`src/rtl/tmr_irq_ctl.sv`:
```
`timescale 1ns/1ps
module tmr_irq_ctl #(
  parameter int          W        = 8,
  parameter logic [W-1:0] IMPL    = 8'hEF,
  parameter int          T0_OVF_BIT = 1
) (
  input  logic         clk,
  input  logic         rst_n,
  input  logic         reg_sel,
  input  logic         reg_wr,
  input  logic [W-1:0] reg_wdata,
  output logic [W-1:0] reg_rdata,
  input  logic [W-1:0] evt,
  input  logic         t0_ovf_ok,
  input  logic [W-1:0] ack,
  input  logic         gie,
  output logic [W-1:0] irq,
  output logic         irq_any
);
  localparam logic [W-1:0] QUAL = W'(1) << T0_OVF_BIT;

  logic [W-1:0] mask_q, flag_q;
  logic [W-1:0] set_v, clr_v;

  assign set_v = evt & IMPL & ~(QUAL & {W{~t0_ovf_ok}});
  assign clr_v = ack | ((reg_wr && reg_sel) ? reg_wdata : '0);

  always_ff @(posedge clk) begin
    if (!rst_n) begin
      mask_q <= '0;
      flag_q <= '0;
    end else begin
      flag_q <= ((flag_q & ~clr_v) | set_v) & IMPL;
      if (reg_wr && !reg_sel)
        mask_q <= reg_wdata & IMPL;
    end
  end

  assign reg_rdata = reg_sel ? flag_q : mask_q;
  assign irq       = {W{gie}} & mask_q & flag_q;
  assign irq_any   = |irq;
endmodule


```
`config.mk`:
```
export PLATFORM = sky130hd
export DESIGN_NAME = tmr_irq_ctl
export DESIGN_NICKNAME = d
export VERILOG_FILES = /design/src/rtl/tmr_irq_ctl.sv
export SDC_FILE = /design/constraint.sdc
export NUM_CORES = 1
export LEC_CHECK = 0
export BUFFER_PORTS_ARGS = -buffer_cell sky130_fd_sc_hd__buf_2
export CAP_MARGIN = 20
export CORE_ASPECT_RATIO = 1.25
export CORE_MARGIN = 4
export CORE_UTILIZATION = 40
export DETAILED_ROUTE_END_ITERATION = 12
export GPL_ROUTABILITY_DRIVEN = 0
export PLACE_DENSITY = 0.75
export RECOVER_POWER = 25
export SLEW_MARGIN = 20
export SYNTH_ARGS = -nofsm -noshare
export SYNTH_HDL_FRONTEND = slang
export SYNTH_SLANG_ARGS = --single-unit
```
`constraint.sdc`:
```
create_clock -name clk -period 1.2 [get_ports clk]
set_input_delay 0.12 -clock clk [delete_from_list [all_inputs] [get_ports clk]]
set_output_delay 0.12 -clock clk [all_outputs]
set_load 0.02 [all_outputs]
```
==> flow_summary.ini <==
[detailed_routing]
wl_um = 2050
num_vias = 736
drt-vias-per-instance = 5.11
drt_iter0_drc = 9
ant_nets = 0
first_pass_iters = 5
route.detailed.drc = 0
wl_per_cell_um = 14.2

[die]
core_um2 = 1790
initial_core_util_pct = 42.7
ioPinCount = 47
rows = 17
dieHeight_um = 56.8
die_w_um = 47.1
die_area_um2 = 2680

[cts]
clkSinkCount = 14
clockBufferDepth = 2
clk_pin_slew_ns = 0.07
cts_buffers = 3
clockRootBuffer = clkbuf_4
cts_hold_buf = 0
clk_latency_ns = 0.26
htree_levels = 1
cts_tree = built

[power_and_ir_drop]
power_density_nw_per_um2 = 901
clkPwrFrac_pct = 23.5
intPower_mw = 0.757
pwr-share-seq_pct = 50.2
ir_drop_uv = 592
total_power_mw = 1.03
leakage_nw = 0.574
switching_share_pct = 26.1
power_switching_mw = 0.268
pwr-share-comb_pct = 26.3

[critical_path]
worstPathMaxFanout = 2
cp-start-kind = flip-flop
cp.required_ns = 1.08
max_stage_delay_ns = 0.39
crit_path_top_delay_cell = a2111o_1
endpoint_kind = output port
worstPathCellList = a22oi_2 -> nand2_1 -> a2111o_1 -> buf_6
path_buf_inv = 1
crit_type = flip-flop to output port
cpLargestDelayFamily = compound AO/OA/AOI/OAI gates
cp.arrival_ns = 1.40

[sta]
finalHoldViolations = 0
max_freq_mhz = 658
setup_ws_ns = -0.320
finalSetupViolCount = 6
fin_crit_sh_pct = 127
rsz0062_at_grt = true
finClkSkew_ns = 0
drv_slew = 0
fin_crit_ns = 1.52
worst_slew_pin_slew_ns = 0.495
slew_headroom_pct = 66.8

[grt]
grt.total_usage_pct = 16.3
antenna_found_initial = 0
grt_max_degree = 16
first_global_vias = 724
grt_overflow_total = 0
grt_pass1_wl_um = 3090

[cells_and_area]
layoutNonFillerInstCount = 144
fillCellCount = 155
insertedDiodeCount = 0
layout.nets = 157
syn_to_final_growth_pct = 49.0
drive_gt1_share_pct = 58.4

[synthesis]
synth_seq_area_share_pct = 36.7
synth_edf_count = 0
synth.most_common_cell = dfxtp_1
yosysTopAreaCellShare_pct = 36.7
yosys_warnings = 0
synth_commonest_cells = 14 x dfxtp_1, 7 x mux2_2, 7 x mux2i_1, 7 x nor2b_1
netlist.top_cell.by_area = dfxtp_1
avgSynthCellArea_um2 = 10.0
async_reset_ff_share_pct = 0
synth_cell_type_count = 21
ys_ff_latch = 14
synthFlopType = dfxtp_1
synthCells = 76
synth_area_leaders = dfxtp_1 37%, mux2_2 10%, mux2i_1 9.2%
synth_area_um2 = 763

[placed_design]
dpl.cell_count = 139
io_buffers = 41
dp_hpwl_um = 1480

[job]
maxCapViolCount = 0

[run_status]
status = complete, but fails checks
failed_checks = setup timing

[worst_hold_path]
hp-class = input port to flip-flop
## cells by family (layout without fill, tap and decap cells)
logic type | Yosys count | count (layout) | synth area share, %
muxes | 14 | 14 | 19.5
buffers and inverters | 12 | 60 | 9.34
DFF | 14 | 14 | 36.7
other | 1 | 2 | 0.491
AOI/OAI and AO/OA | 16 | 16 | 17.9
and+or+nand+nor | 19 | 19 | 16.1
## flip-flops by register name (all words and copies together) (netlist names)
signal / flops
flag_q: 7
mask_q: 7
## routing by layer
layer | vias to the layer above | GRT usage [%] | wire length [um]
li1 | 369 | - | -
met1 | 339 | 18.0 | 764
met2 | 24 | 27.4 | 1120
met3 | 4 | 2.56 | 119
met4 | 0 | 9.88 | 44
met5 | - | 0 | 0
## final timing paths
kind	to	cells after the start	start	slack, ns
hold / removal	flag_q[3]	2	evt[3]	0.06
setup / recovery	irq_any	4	flag_q[7]	-0.32
setup reg to reg	flag_q[7]	5	flag_q[7]	0.24
hold reg to reg	mask_q[0]	2	mask_q[0]	0.54
## worst reg2reg max path, cell delays in order, from the launching register on
cell and delay, ns:
dfxtp_2 0.34, buf_4 0.11, buf_6 0.09, inv_1 0.03, a311oi_1 0.19, o21a_1 0.14
## placed cells by master (no fill, tap or decap), types with 2 or more instances in the layout
master / Yosys / layout
buf_2: 0 / 35
buf_6: 2 / 13
dfxtp_2: 0 / 8
mux2i_1: 7 / 7
nor2b_1: 7 / 7
and3_1: 6 / 6
inv_1: 6 / 6
a311oi_1: 6 / 6
o21a_1: 6 / 6
dfxtp_1: 14 / 6
mux2_4: 0 / 4
mux2_2: 7 / 3
clkbuf_4: 0 / 3
buf_4: 3 / 3
a22oi_2: 1 / 2
nand2_1: 2 / 2
conb_1: 1 / 2
## power groups by stage
stage          clock (mW)  combinational [mW]  sequential, mW
2_1_floorplan           0               0.137           0.517
3_3_place_gp            0               0.229           0.516
3_5_place_dp            0               0.233           0.518
4_1_cts             0.255               0.262           0.513
5_1_grt             0.268               0.290           0.518
6_report            0.241               0.270           0.515
## layout make-up
cell class	instances	area (um^2)	share of cell area [%]
clock buffer	3	22.5	1.98
timing repair buffer	51	344	30.3
multi-input combinational	51	434	38.2
sequential	14	290	25.5
inverter	6	22.5	1.98
tap	19	23.8	2.09
## metrics by stage
| stage | hold slack (ns) | instance area (um^2) | util (%) | TNS [ns] | setup WS, ns |
|---|---|---|---|---|---|
| finish | 0.0623 | 1140 | 63.7 | -0.545 | -0.320 |
| global route | 0.0603 | 1140 | 63.7 | -0.759 | -0.366 |
| CTS | 0.0525 | 1110 | 62.0 | -0.415 | -0.290 |
| detailed placement | 0.333 | 1010 | 56.4 | -0.0671 | -0.0671 |
| global placement | 0.331 | 1010 | 56.4 | -0.0705 | -0.0705 |
| floorplan | 0.244 | 767 | - | 0 | 0.0544 |
## what timing repair did
action,4_1_cts,5_1_grt
resized for setup,27,8
setup endpoints to repair,5,6
buffers inserted,0,4
pin swaps,2,0
endpoints found under the hold margin,0,0
Note: power is estimated with default switching activity, not from simulation.
